<file path="src/rtl/uart_rb_pkg.sv">
package uart_rb_pkg;
  localparam int unsigned OFF_DATA = 0;
  localparam int unsigned OFF_IEN  = 1;
  localparam int unsigned OFF_IID  = 2;
  localparam int unsigned OFF_LCTL = 3;
  localparam int unsigned OFF_MCTL = 4;
  localparam int unsigned OFF_LSTS = 5;
  localparam int unsigned OFF_MSTS = 6;
  localparam int unsigned OFF_SCR  = 7;

  // pending / enable index
  localparam int unsigned SRC_RX = 0;
  localparam int unsigned SRC_TX = 1;
  localparam int unsigned SRC_LS = 2;
  localparam int unsigned SRC_MS = 3;
  localparam int unsigned NSRC   = 4;

  localparam logic [2:0] CODE_LS = 3'd3;
  localparam logic [2:0] CODE_RX = 3'd2;
  localparam logic [2:0] CODE_TX = 3'd1;
  localparam logic [2:0] CODE_MS = 3'd0;

  localparam logic [7:0] LSTS_RST = 8'h60;
endpackage

</file>
<file path="src/rtl/uart_rb_irq.sv">
module uart_rb_irq
  import uart_rb_pkg::*;
(
  input  logic [NSRC-1:0] pend_i,
  input  logic [NSRC-1:0] ien_i,
  input  logic            gate_i,
  output logic [3:0]      iid_o,
  output logic            irq_o
);
  logic [NSRC-1:0] act;
  assign act = pend_i & ien_i;

  always_comb begin
    iid_o = 4'b0001;
    if      (act[SRC_LS]) iid_o = {CODE_LS, 1'b0};
    else if (act[SRC_RX]) iid_o = {CODE_RX, 1'b0};
    else if (act[SRC_TX]) iid_o = {CODE_TX, 1'b0};
    else if (act[SRC_MS]) iid_o = {CODE_MS, 1'b0};
  end

  assign irq_o = ~iid_o[0] & gate_i;
endmodule

</file>
<file path="src/rtl/uart_rb_pend.sv">
module uart_rb_pend
  import uart_rb_pkg::*;
(
  input  logic            clk_i,
  input  logic            rst_ni,
  input  logic [NSRC-1:0] set_i,
  input  logic [NSRC-1:0] clr_i,
  output logic [NSRC-1:0] pend_o
);
  for (genvar g = 0; g < NSRC; g++) begin : g_src
    always_ff @(posedge clk_i or negedge rst_ni) begin
      if (!rst_ni)        pend_o[g] <= 1'b0;
      else if (set_i[g])  pend_o[g] <= 1'b1;  // set wins
      else if (clr_i[g])  pend_o[g] <= 1'b0;
    end

    AST_PEND_SET: assert property (@(posedge clk_i) disable iff (!rst_ni)
      set_i[g] |=> pend_o[g]);
    AST_PEND_CLR: assert property (@(posedge clk_i) disable iff (!rst_ni)
      (clr_i[g] && !set_i[g]) |=> !pend_o[g]);
  end
endmodule

</file>
<file path="src/rtl/uart_rb_lsr.sv">
module uart_rb_lsr
  import uart_rb_pkg::*;
#(
  parameter int DW = 8
) (
  input  logic          clk_i,
  input  logic          rst_ni,
  input  logic          load_i,
  input  logic [DW-1:0] wdata_i,
  input  logic          thr_wr_i,
  input  logic          rbr_rd_i,
  input  logic          rx_push_i,
  input  logic          rd_i,
  output logic [DW-1:0] lsts_o,
  output logic [DW-1:0] rd_val_o
);
  logic [DW-1:0] lsts_q, lsts_d;

  // read view: TEMT follows prior THRE, THRE forced
  always_comb begin
    rd_val_o    = lsts_q;
    rd_val_o[6] = lsts_q[6] | lsts_q[5];
    rd_val_o[5] = 1'b1;
  end

  always_comb begin
    lsts_d = lsts_q;
    if (load_i) lsts_d = wdata_i;
    else if (rd_i) begin
      lsts_d      = rd_val_o;
      lsts_d[4:1] = '0;
    end else begin
      if (thr_wr_i)  lsts_d[5] = 1'b1;
      if (rx_push_i) lsts_d[0] = 1'b1;
      else if (rbr_rd_i) lsts_d[0] = 1'b0;
    end
  end

  always_ff @(posedge clk_i or negedge rst_ni) begin
    if (!rst_ni) lsts_q <= DW'(LSTS_RST);
    else         lsts_q <= lsts_d;
  end

  assign lsts_o = lsts_q;

  AST_LSR_RD_CLR: assert property (@(posedge clk_i) disable iff (!rst_ni)
    (rd_i && !load_i) |=> (lsts_q[4:1] == 4'd0 && lsts_q[5]));
  AST_TEMT_RD: assert property (@(posedge clk_i) disable iff (!rst_ni)
    (rd_i && !load_i && lsts_q[5]) |=> lsts_q[6]);
  AST_THRE_SET: assert property (@(posedge clk_i) disable iff (!rst_ni)
    (thr_wr_i && !load_i) |=> lsts_q[5]);
  AST_DR_CLR: assert property (@(posedge clk_i) disable iff (!rst_ni)
    (rbr_rd_i && !rx_push_i && !load_i && !rd_i) |=> !lsts_q[0]);
endmodule

</file>
<file path="src/rtl/uart_rb_top.sv">
module uart_rb_top
  import uart_rb_pkg::*;
#(
  parameter int DW = 8,
  parameter int AW = 3
) (
  input  logic          clk_i,
  input  logic          rst_ni,
  input  logic [AW-1:0] addr_i,
  input  logic          wr_i,
  input  logic          rd_i,
  input  logic [DW-1:0] wdata_i,
  output logic [DW-1:0] rdata_o,
  input  logic [DW-1:0] rx_data_i,
  input  logic          rx_valid_i,
  output logic [DW-1:0] tx_data_o,
  output logic          tx_valid_o,
  output logic          irq_o
);
  localparam int NREG = 1 << AW;

  logic [DW-1:0]   dll_q, dlm_q, lctl_q, mctl_q, scr_q, rbr_q, msts_q, lsts, lsts_rd;
  logic [NSRC-1:0] ien_q, pend, pset, pclr;
  logic            fen_q;
  logic [3:0]      iid;
  logic [NREG-1:0] sel;
  logic            dlab;

  assign dlab = lctl_q[7];
  for (genvar g = 0; g < NREG; g++) begin : g_dec
    assign sel[g] = (addr_i == AW'(g));
  end

  logic wr_thr, wr_dll, wr_dlm, wr_ien, wr_lsts, wr_msts;
  logic rd_rbr, rd_iid, rd_lsts, rd_msts;
  assign wr_thr  = wr_i & sel[OFF_DATA] & ~dlab;
  assign wr_dll  = wr_i & sel[OFF_DATA] &  dlab;
  assign wr_ien  = wr_i & sel[OFF_IEN]  & ~dlab;
  assign wr_dlm  = wr_i & sel[OFF_IEN]  &  dlab;
  assign wr_lsts = wr_i & sel[OFF_LSTS];
  assign wr_msts = wr_i & sel[OFF_MSTS];
  assign rd_rbr  = rd_i & sel[OFF_DATA] & ~dlab;
  assign rd_iid  = rd_i & sel[OFF_IID];
  assign rd_lsts = rd_i & sel[OFF_LSTS];
  assign rd_msts = rd_i & sel[OFF_MSTS];

  always_ff @(posedge clk_i or negedge rst_ni) begin
    if (!rst_ni) begin
      dll_q <= '0; dlm_q <= '0; ien_q <= '0; fen_q <= 1'b0;
      lctl_q <= '0; mctl_q <= '0; scr_q <= '0; rbr_q <= '0; msts_q <= '0;
      tx_data_o <= '0; tx_valid_o <= 1'b0;
    end else begin
      tx_valid_o <= wr_thr;
      if (wr_thr)                         tx_data_o <= wdata_i;
      if (wr_dll)                         dll_q  <= wdata_i;
      if (wr_dlm)                         dlm_q  <= wdata_i;
      if (wr_ien)                         ien_q  <= wdata_i[NSRC-1:0];
      if (wr_i && sel[OFF_IID])           fen_q  <= wdata_i[0];
      if (wr_i && sel[OFF_LCTL])          lctl_q <= wdata_i;
      if (wr_i && sel[OFF_MCTL])          mctl_q <= wdata_i;
      if (wr_i && sel[OFF_SCR])           scr_q  <= wdata_i;
      if (rx_valid_i)                     rbr_q  <= rx_data_i;
      if (wr_msts)                        msts_q <= wdata_i;
      else if (rd_msts)                   msts_q[3:0] <= 4'd0;
    end
  end

  always_comb begin
    pset = '0;
    pclr = '0;
    pset[SRC_RX] = rx_valid_i | (wr_lsts & wdata_i[0]);
    pset[SRC_TX] = wr_thr | (wr_lsts & wdata_i[5]);
    pset[SRC_LS] = wr_lsts & (|wdata_i[4:1]);
    pset[SRC_MS] = wr_msts & (|wdata_i[3:0]);
    pclr[SRC_RX] = rd_rbr;
    pclr[SRC_TX] = rd_iid & (iid == {CODE_TX, 1'b0});
    pclr[SRC_LS] = rd_lsts;
    pclr[SRC_MS] = rd_msts;
  end

  uart_rb_pend u_pend (
    .clk_i (clk_i), .rst_ni (rst_ni),
    .set_i (pset), .clr_i (pclr), .pend_o (pend)
  );

  uart_rb_lsr #(.DW(DW)) u_lsr (
    .clk_i (clk_i), .rst_ni (rst_ni),
    .load_i (wr_lsts), .wdata_i (wdata_i),
    .thr_wr_i (wr_thr), .rbr_rd_i (rd_rbr), .rx_push_i (rx_valid_i),
    .rd_i (rd_lsts), .lsts_o (lsts), .rd_val_o (lsts_rd)
  );

  uart_rb_irq u_irq (
    .pend_i (pend), .ien_i (ien_q), .gate_i (mctl_q[3]),
    .iid_o (iid), .irq_o (irq_o)
  );

  always_comb begin
    rdata_o = '0;
    unique case (1'b1)
      sel[OFF_DATA]: rdata_o = dlab ? dll_q : rbr_q;
      sel[OFF_IEN]:  rdata_o = dlab ? dlm_q : DW'(ien_q);
      sel[OFF_IID]:  rdata_o = DW'({{2{fen_q}}, 2'b00, iid});
      sel[OFF_LCTL]: rdata_o = lctl_q;
      sel[OFF_MCTL]: rdata_o = mctl_q;
      sel[OFF_LSTS]: rdata_o = lsts_rd;
      sel[OFF_MSTS]: rdata_o = msts_q;
      sel[OFF_SCR]:  rdata_o = scr_q;
      default:       rdata_o = '0;
    endcase
  end

  AST_TX_STROBE: assert property (@(posedge clk_i) disable iff (!rst_ni)
    wr_thr |=> (tx_valid_o && tx_data_o == $past(wdata_i)));
  AST_DLAB_NO_TX: assert property (@(posedge clk_i) disable iff (!rst_ni)
    (wr_i && sel[OFF_DATA] && dlab) |=> !tx_valid_o);
  AST_IRQ_GATE: assert property (@(posedge clk_i) disable iff (!rst_ni)
    irq_o |-> (mctl_q[3] && (pend & ien_q) != '0));
  AST_MSTS_RD: assert property (@(posedge clk_i) disable iff (!rst_ni)
    (rd_msts && !wr_msts) |=> (msts_q[3:0] == 4'd0));
endmodule

</file>
<file path="config.mk">
export PLATFORM = sky130hd
export DESIGN_NAME = uart_rb_top
export DESIGN_NICKNAME = d
export VERILOG_FILES = /design/src/rtl/uart_rb_pkg.sv /design/src/rtl/uart_rb_irq.sv /design/src/rtl/uart_rb_pend.sv /design/src/rtl/uart_rb_lsr.sv /design/src/rtl/uart_rb_top.sv
export SDC_FILE = /design/constraint.sdc
export NUM_CORES = 1
export LEC_CHECK = 0
export BUFFER_PORTS_ARGS = -buffer_cell sky130_fd_sc_hd__buf_2
export CAP_MARGIN = 10
export CORE_UTILIZATION = 38
export DETAILED_ROUTE_END_ITERATION = 6
export PLACE_DENSITY = 0.55
export SYNTH_ARGS = -nofsm -noshare
export SYNTH_HDL_FRONTEND = slang
export SYNTH_HIERARCHICAL = 1
export SYNTH_SLANG_ARGS = --single-unit
</file>
<file path="constraint.sdc">
create_clock -name clk_i -period 5.1 [get_ports clk_i]
set_input_delay 0.51 -clock clk_i [delete_from_list [all_inputs] [get_ports clk_i]]
set_output_delay 0.51 -clock clk_i [all_outputs]
set_load 0.01 [all_outputs]
</file>
==> impl_metrics.json, run 1 <==
{
  "start_kind": "register",
  "core_area_mm2": 0.01032,
  "drt-total-wl_um": 9335,
  "r2r-end": "dlm_q[5]",
  "synth-edff-count": 0,
  "synth_cell_types": 48,
  "critical_path_arrival_ns": 2.57,
  "cts_tree": "built",
  "holdBufCountCts": 0,
  "grt_max_degree": 83,
  "synth_fp_nets": 343,
  "synthFlopType": "dfrtp_1",
  "numPortBuffers": 41,
  "outcome": "finished clean",
  "yosysTopAreaCell": "dfrtp_1",
  "seq_area_mm2": 0.002054,
  "whs_ns": 0.2769,
  "placed_area_mm2": 0.004248,
  "post-route-drc-count": 0,
  "r2r_cells": 3,
  "multi_input_area_mm2": 0.001778,
  "fin_crit_sh": 0.6041,
  "yosysWarnings": 6,
  "fin_area_mm2": 0.004459,
  "synth_area_mm2": 0.004043,
  "finalSetupTns_ns": 0,
  "r2r_slack_ns": 2.67,
  "ant_nets": 0,
  "finalCriticalPeriod_ns": 3.081,
  "finalClockSkew_ns": 0.007867,
  "crit_type": "reg2out",
  "top_usage_layer": "met2",
  "globalRouteMet1Util": 0.2552,
  "grt_first_pass_wirelength_um": 15090,
  "dieArea_mm2": 0.01106,
  "min_path_type": "in2async",
  "setup_viol": 0,
  "nFillCells": 987,
  "postSynthCellCount": 319,
  "rows": 37,
  "relSlewSlack": 0.2958,
  "root_buffer": "clkbuf_8",
  "clkLatencyLatePin_ns": 0.36,
  "cts_inserted_buffers": 9,
  "cts.clk_slew.worst_paths_ns": 0.09,
  "postCtsSetupRepairBufs": 0,
  "synthTopCellsByCount": "dfrtp_1 (80), mux2_2 (59), mux2i_1 (27), a22o_1 (11), buf_4 (10)",
  "p_per_area_mw_per_mm2": 403.1,
  "fp.dieW_um": 105.1,
  "diodes": 0,
  "grt_pass1_vias": 2661,
  "die_h_um": 105.1,
  "initial_core_util": 0.3916,
  "p_leak_nw": 2.015,
  "drt-pass1-iter-count": 6,
  "async_flop_share": 1.000,
  "synth_area_leaders": "dfrtp_1 (50%), mux2_2 (16%), mux2i_1 (6.7%)",
  "gp_congestion": 0.8125,
  "layout.nets": 364,
  "antenna_found_initial": 0,
  "dp.cells": 465,
  "r2r_start": "lctl_q[7]",
  "maxSlewViolCount": 0,
  "drt-wirelength-per-cell_um": 19.41,
  "synth_seq_cells": 82,
  "final_cells": 481,
  "dp_hpwl_um": 6292,
  "hold_viol_final": 0,
  "h-tree-depth": 3,
  "yosys.area.top_type_share": 0.4952,
  "cts_resized": 0,
  "cts.sinks": 82,
  "syn_avg_cell_area_um2": 12.67,
  "ios": 42,
  "worst_slack_ns": 2.019,
  "dr.first_iter.drc_count": 189,
  "routed_via_density": 5.345,
  "grt_use_met2": 0.2871,
  "worst_pin_slew_ns": 1.056,
  "path_max_fanout": 19,
  "fmax_mhz": 324.6,
  "drive_gt1_frac": 0.3768,
  "final_core_util": 0.4319,
  "grt_util_all_layers": 0.1840,
  "dp_slack_ns": 2.369,
  "syn_to_final_growth_pct": 10.31,
  "cts_buffer_depth": 2,
  "met3_usage": 0.04367,
  "dr_total_vias": 2571,
  "rsz0062_at_grt": "false",
  "peakVddDrop_v": 0.0001669,
  "cp.required_ns": 4.59,
  "finalPower_mw": 1.797,
  "synth_most_common_cell": "dfrtp_1",
  "end_kind": "primary output",
  "overflow": 0,
  "synth-seq-area-share": 0.5082,
  "max-cap-violations": 0
}
==> critical path: stages, from the launching register on <==
cell and delay, ns:
dfrtp_1 0.99, nor4bb_1 0.75, o2bb2ai_1 0.21, a221o_1 0.14
buf_2 0.12
==> flip-flops by register name, indices dropped and copies added (netlist names), 4 cells and up <==
name,count
dll_q,8
dlm_q,8
ien_q,4
lctl_q,8
mctl_q,8
msts_q,8
rbr_q,8
scr_q,8
tx_data_o,8
u_lsr/lsts_o,8
u_pend/pend_o,4
==> layout by cell type (no fill, tap or decap), types with 7 or more instances in the layout <==
master	instances
a22o_1	11
buf_2	40
clkbuf_8	9
dfrtp_1	80
inv_1	9
mux2_2	59
mux2_4	7
mux2i_1	27
nand2_1	7
nor2_1	7
o21ai_0	7
==> report_power, final <==
| group | total, mW | switching [mW] | internal, mW | leakage, nW |
|---|---|---|---|---|
| registers | 0.897 | 0.100 | 0.797 | 0.988 |
| logic | 0.385 | 0.171 | 0.215 | 0.926 |
| clock network | 0.515 | 0.237 | 0.277 | 0.101 |
| total | 1.80 | 0.508 | 1.29 | 2.01 |
==> kinds of logic (layout without fill, tap and decap cells) <==
logic type | count (synthesis) | count (layout) | share of synthesized area
mux | 95 | 95 | 0.2656
flops | 82 | 82 | 0.5082
simple gates | 50 | 50 | 0.07738
compound gates | 49 | 49 | 0.09501
buf+inv | 41 | 67 | 0.05199
other cells | 2 | 2 | 0.001858
==> per-layer routing <==
| layer | up-vias | share of wire |
|---|---|---|
| li1 | 1196 | - |
| met4 | 0 | 0.012 |
| met1 | 1322 | 0.47 |
| met2 | 43 | 0.48 |
| met3 | 10 | 0.034 |
| met5 | - | 0 |
==> final cells by class <==
class | instances | share of cell area
Sequential cell | 82 | 0.4607
Multi-Input combinational cell | 196 | 0.3987
Timing Repair Buffer | 41 | 0.04658
Tap cell | 136 | 0.03816
Clock buffer | 12 | 0.03030
Clock inverter | 4 | 0.01712
Inverter | 10 | 0.008418
==> how the worst max path moves through the flow <==
stage,endpoint,startpoint,depth (start not counted)
after floorplan,rdata_o[0],addr_i[0],6
after global placement,rdata_o[4],addr_i[0],4
after detailed placement,dlm_q[5],addr_i[0],4
after CTS,rdata_o[7],lctl_q[7],4
after global routing,rdata_o[7],lctl_q[7],4
final,rdata_o[7],lctl_q[7],4
No activity file was read; power rests on OpenSTA's default activity.
==> run 2, diff against run 1 <==
--- a/config.mk
+++ b/config.mk
@@ -9,7 +9,7 @@
 export CAP_MARGIN = 10
 export CORE_UTILIZATION = 38
 export DETAILED_ROUTE_END_ITERATION = 6
-export PLACE_DENSITY = 0.55
+export PLACE_DENSITY = 0.57
 export SYNTH_ARGS = -nofsm -noshare
 export SYNTH_HDL_FRONTEND = slang
 export SYNTH_HIERARCHICAL = 1
==> constraint.sdc (replaced) <==
create_clock -name clk_i -period 2.6 [get_ports clk_i]
set_input_delay 0.26 -clock clk_i [delete_from_list [all_inputs] [get_ports clk_i]]
set_output_delay 0.26 -clock clk_i [all_outputs]
set_load 0.01 [all_outputs]
==> impl_metrics.json, run 2 (synthesis gave the netlist of run 1 again) <==
{
  "rows": 37,
  "cp.depth": 5,
  "cts.sinks": 82,
  "crit_end": "rdata_o[2]",
  "gp_congestion": 0.8031,
  "worst_pin_slew_ns": 0.8164,
  "antenna_found_initial": 0,
  "p_leak_nw": 2.064,
  "cts.clk_slew.worst_paths_ns": 0.08,
  "grt_first_pass_wirelength_um": 15470,
  "drive_gt1_frac": 0.4022,
  "dieArea_mm2": 0.01106,
  "die_h_um": 105.1,
  "cts_buffer_depth": 2,
  "fp.dieW_um": 105.1,
  "rsz0062_at_grt": "false",
  "critPathBufInv": 2,
  "r2r-end": "tx_data_o[7]",
  "final_cells": 494,
  "final_common_cell": "dfrtp_1",
  "max_stage_delay_ns": 0.60,
  "maxSlewViolCount": 0,
  "drt-wirelength-per-cell_um": 19.05,
  "critical_path_arrival_ns": 2.06,
  "ios": 42,
  "post-route-drc-count": 0,
  "min_path_type": "in2reg",
  "numPortBuffers": 41,
  "finalClockSkew_ns": 0.004202,
  "routed_via_density": 5.377,
  "cp_top_family": "flip-flops",
  "worst_slack_ns": 0.2765,
  "fmax_mhz": 430.4,
  "cts_inserted_buffers": 9,
  "dr.first_iter.drc_count": 123,
  "grt_pass1_vias": 2789,
  "max-cap-violations": 0,
  "initial_core_util": 0.3916,
  "grt_max_degree": 46,
  "r2r_cells": 3,
  "setup_viol": 0,
  "core_area_mm2": 0.01032,
  "critPathSlowestCell": "dfrtp_1",
  "outcome": "finished clean",
  "dp_slack_ns": 0.3583,
  "syn_to_final_growth_pct": 11.79,
  "dp.cells": 477,
  "drt-pass1-iter-count": 4,
  "cts_tree": "built",
  "hold_viol_final": 0,
  "dr_total_vias": 2656,
  "fin_crit_sh": 0.8936,
  "r2r_start": "lctl_q[7]",
  "path_cells": "buf_4 > mux2i_1 > o32ai_1 > or3_1 > buf_2",
  "root_buffer": "clkbuf_8",
  "h-tree-depth": 3,
  "multi_input_area_mm2": 0.001778,
  "cp.required_ns": 2.34,
  "postCtsSetupRepairBufs": 0,
  "p_per_area_mw_per_mm2": 742.0,
  "start_kind": "register",
  "finalSetupTns_ns": 0,
  "peakVddDrop_v": 0.0003553,
  "critPathLaunch": "lctl_q[7]",
  "finalCriticalPeriod_ns": 2.323,
  "diodes": 0,
  "seq_area_mm2": 0.002054,
  "layout.nets": 377,
  "nFillCells": 986,
  "dp_hpwl_um": 6538,
  "crit_type": "reg2out",
  "grt_util_all_layers": 0.1857,
  "overflow": 0,
  "end_kind": "primary output",
  "path_max_fanout": 8,
  "relSlewSlack": 0.4507,
  "clkLatencyLatePin_ns": 0.35,
  "drt-total-wl_um": 9411,
  "ant_nets": 0,
  "r2r_slack_ns": 0.61,
  "final_cell_mix": "dfrtp_1 (80), mux2_2 (59), buf_2 (40), mux2i_1 (27), buf_4 (13)"
}
==> run 2: metrics by stage <==
| step | area [µm²] | util | power [mW] | hold slack, ns |
|---|---|---|---|---|
| floorplan | 4043 | - | 2.300 | -0.03559 |
| global placement | 4338 | 0.4202 | 2.540 | 0.2931 |
| detailed placement | 4338 | 0.4202 | 2.559 | 0.3016 |
| CTS | 4519 | 0.4378 | 3.393 | 0.1222 |
| global route | 4519 | 0.4378 | 3.552 | 0.1142 |
| finish | 4519 | 0.4378 | 3.353 | 0.1296 |
==> run 2: layer usage <==
| layer | global-route usage | part of all wire | up-vias |
|---|---|---|---|
| met3 | 0.03182 | 0.035 | 14 |
| met2 | 0.2980 | 0.48 | 54 |
| met4 | 0.07646 | 0.018 | 0 |
| met5 | 0 | 0 | - |
| met1 | 0.2488 | 0.46 | 1360 |
| li1 | - | - | 1228 |
==> run 2: worst min-delay path by stage <==
stage	from	to	slack [ns]	cells past startpoint
floorplan	rst_ni	dll_q[0]	-0.04	0
global placement	rst_ni	tx_data_o[2]	0.29	1
detailed placement	rst_ni	tx_data_o[2]	0.30	1
CTS	rx_data_i[0]	rbr_q[0]	0.12	2
global route	rx_data_i[4]	rbr_q[4]	0.11	2
finish	rx_data_i[0]	rbr_q[0]	0.13	2
==> run 2: area by class of cell <==
| cell class | count | area share |
|---|---|---|
| clock buffers | 11 | 0.03128 |
| clock inverters | 5 | 0.006645 |
| inverters | 10 | 0.008306 |
| multi-input cells | 196 | 0.3934 |
| flip-flops and latches | 82 | 0.4546 |
| well taps | 136 | 0.03765 |
| repair buffers | 54 | 0.06811 |
==> run 2: report_power, final <==
part / switching (mW) / internal (mW)
clock: 0.459 / 0.368
sequential: 0.177 / 1.56
combinational: 0.349 / 0.436
==> run 2: timing repair <==
action | in CTS | in global routing
endpoints found under the hold margin | 41 | 0
hold buffers | 1 | 0
resized for setup | 0 | 0
==> run 3, diff against run 2 <==
--- a/config.mk
+++ b/config.mk
@@ -9,8 +9,7 @@
 export CAP_MARGIN = 10
 export CORE_UTILIZATION = 38
 export DETAILED_ROUTE_END_ITERATION = 6
-export PLACE_DENSITY = 0.57
+export PLACE_DENSITY = 0.55
 export SYNTH_ARGS = -nofsm -noshare
 export SYNTH_HDL_FRONTEND = slang
-export SYNTH_HIERARCHICAL = 1
 export SYNTH_SLANG_ARGS = --single-unit
==> impl_metrics.json, run 3 <==
{
  "synthAdderAreaFrac": 0,
  "finalCriticalPeriod_ns": 2.317,
  "final_common_cell": "dfrtp_1",
  "cts_resized": 0,
  "r2r_slack_ns": 0.81,
  "synth_xor_area_frac": 0,
  "grt_pass1_vias": 2777,
  "multi_input_area_mm2": 0.001732,
  "finalSetupTns_ns": 0,
  "ios": 42,
  "clkLatencyLatePin_ns": 0.36,
  "root_buffer": "clkbuf_8",
  "synthFlopType": "dfrtp_1",
  "fp.dieW_um": 103.4,
  "syn_avg_cell_area_um2": 11.77,
  "crit_type": "reg2out",
  "dieArea_mm2": 0.01070,
  "synth_most_common_cell": "dfrtp_1",
  "synthTopCellsByCount": "dfrtp_1 (80), nand2_1 (61), mux2_2 (30), mux2_1 (24), buf_2 (11)",
  "grt_max_degree": 43,
  "min_path_cells": 2,
  "post-route-drc-count": 0,
  "cts_tree": "built",
  "numPortBuffers": 41,
  "final_cell_mix": "dfrtp_1 (80), nand2_1 (61), buf_2 (40), mux2_2 (30), mux2_1 (24)",
  "cts_inserted_buffers": 9,
  "end_kind": "primary output",
  "drt-total-wl_um": 10060,
  "yosysWarnings": 0,
  "gp_congestion": 0.8092,
  "outcome": "finished clean",
  "r2r_start": "lctl_q[7]",
  "synth_top_family_by_area": "multiplexers",
  "r2r-end": "dll_q[2]",
  "r2r_cells": 3,
  "yosysTopAreaCell": "dfrtp_1",
  "path_cells": "mux2_2 > a222oi_1 > nand3_1 > buf_2",
  "layout.nets": 394,
  "syn_to_final_growth_pct": 13.86,
  "grt_util_all_layers": 0.2064,
  "yosys.area.top_type_share": 0.5122,
  "finalClockSkew_ns": 0.005984,
  "min_path_type": "in2reg",
  "synth_area_leaders": "dfrtp_1 (51%), mux2_2 (8.6%), mux2_1 (6.9%)",
  "hold_viol_final": 0,
  "critPathLaunch": "lctl_q[7]",
  "dr.first_iter.drc_count": 158,
  "cts.clk_slew.worst_paths_ns": 0.08,
  "drt-pass1-iter-count": 5,
  "rsz0062_at_grt": "false",
  "diodes": 0,
  "relSlewSlack": 0.6316,
  "dr_total_vias": 2773,
  "postSynthCellCount": 332,
  "rows": 36,
  "synth-edff-count": 0,
  "synth_compound_gate_area_share": 0.09475,
  "synth_area_mm2": 0.003909,
  "cts_buffer_depth": 2,
  "maxSlewViolCount": 0,
  "synth-seq-area-share": 0.5256,
  "grt_first_pass_wirelength_um": 15950,
  "ant_nets": 0,
  "max-cap-violations": 0,
  "async_flop_share": 1.000,
  "cts.sinks": 82,
  "fin_crit_sh": 0.8911,
  "fmax_mhz": 431.6,
  "worst_pin_slew_ns": 0.5526,
  "drive_gt1_frac": 0.3093,
  "seq_area_mm2": 0.002054,
  "routed_via_density": 5.459,
  "peakVddDrop_v": 0.0002837,
  "max_stage_delay_ns": 0.60,
  "synth_cell_types": 47,
  "dp_hpwl_um": 7003,
  "antenna_found_initial": 0,
  "h-tree-depth": 3,
  "path_max_fanout": 10,
  "muxShareOfSynthArea": 0.2157,
  "nFillCells": 946,
  "initial_core_util": 0.3962,
  "core_area_mm2": 0.009864,
  "min_from": "rx_data_i[7]",
  "overflow": 0,
  "p_leak_nw": 2.064,
  "setup_viol": 0,
  "worstHoldEndpoint": "rbr_q[7]",
  "synth_simple_gate_area_share": 0.1325,
  "cp.required_ns": 2.34,
  "start_kind": "register",
  "p_per_area_mw_per_mm2": 778.6,
  "final_core_util": 0.4512,
  "synth_seq_cells": 82,
  "die_h_um": 103.4,
  "drt-wirelength-per-cell_um": 19.81,
  "synth_fp_nets": 356,
  "critPathSlowestCell": "dfrtp_1",
  "critical_path_arrival_ns": 2.06
}
==> run 3: changes by cell type in the layout (fill, tap and decap cells not counted), moves of 5 or more <==
| cell | before | now |
|---|---|---|
| a221oi_1 | 0 | 6 |
| mux2_2 | 59 | 30 |
| o22ai_1 | 5 | 0 |
| inv_1 | 9 | 1 |
| nand2_1 | 7 | 61 |
| mux2i_1 | 27 | 10 |
| nand2b_1 | 6 | 0 |
| mux2_1 | 1 | 24 |
| buf_4 | 13 | 7 |
==> run 3: through the flow <==
stage	power, mW	cells	area, µm²	setup WS, ns	hold WS (ns)
2_1_floorplan	2.173	332	3909	1.014	-0.03559
3_3_place_gp	2.423	491	4213	0.6043	0.2884
3_5_place_dp	2.440	491	4213	0.5379	0.2846
4_1_cts	3.489	508	4451	0.2972	0.1308
5_1_grt	3.642	508	4451	0.1524	0.1373
6_report	3.465	508	4451	0.2831	0.1358
==> run 3: layout make-up <==
cell class	instances	area share
Sequential cell	82	0.4616
Inverter	2	0.001687
Clock buffer	10	0.03092
Clock inverter	6	0.02024
Timing Repair Buffer	48	0.05904
Multi-Input combinational cell	227	0.3891
Tap cell	133	0.03739
==> run 3: cells by family after synthesis <==
group                  Yosys count
AO/OA/AOI/OAI                   50
buffers and inverters           23
flip-flops                      82
multiplexers                    73
AND/OR/NAND/NOR                104
==> run 3: worst max-delay path by stage <==
stage                             to  slack (ns)  depth (start not counted)
after floorplan           rdata_o[1]        1.01                          5
after global placement     mctl_q[7]        0.60                          5
after detailed placement   mctl_q[6]        0.54                          5
after CTS                 rdata_o[0]        0.30                          4
after global routing      rdata_o[3]        0.15                          6
final                     rdata_o[0]        0.28                          4
==> run 3: repair_timing <==
item / CTS / global route
setup buffers: 0 / 0
hold buffers: 1 / 0
hold endpoints to repair: 38 / 0
==> run 3: power breakdown <==
| part | total, mW | internal, mW | switching (mW) |
|---|---|---|---|
| Combinational | 0.689 | 0.358 | 0.331 |
| Clock | 1.05 | 0.569 | 0.481 |
| Sequential | 1.73 | 1.55 | 0.179 |
==> run 3: metal layers <==
layer	up-vias	track usage	share of wire
met4	0	0.06717	0.014
met2	77	0.3097	0.45
met5	-	0	0
li1	1264	-	-
met3	14	0.03226	0.042
met1	1418	0.3046	0.49
==> run 3: critical path: cells and delay by family, from the launching register on <==
family,cells,cell delay (ns)
buffers and inverters,1,0.17
and+or+nand+nor,1,0.16
DFF,1,0.60
AOI/OAI and AO/OA,1,0.35
muxes,1,0.42
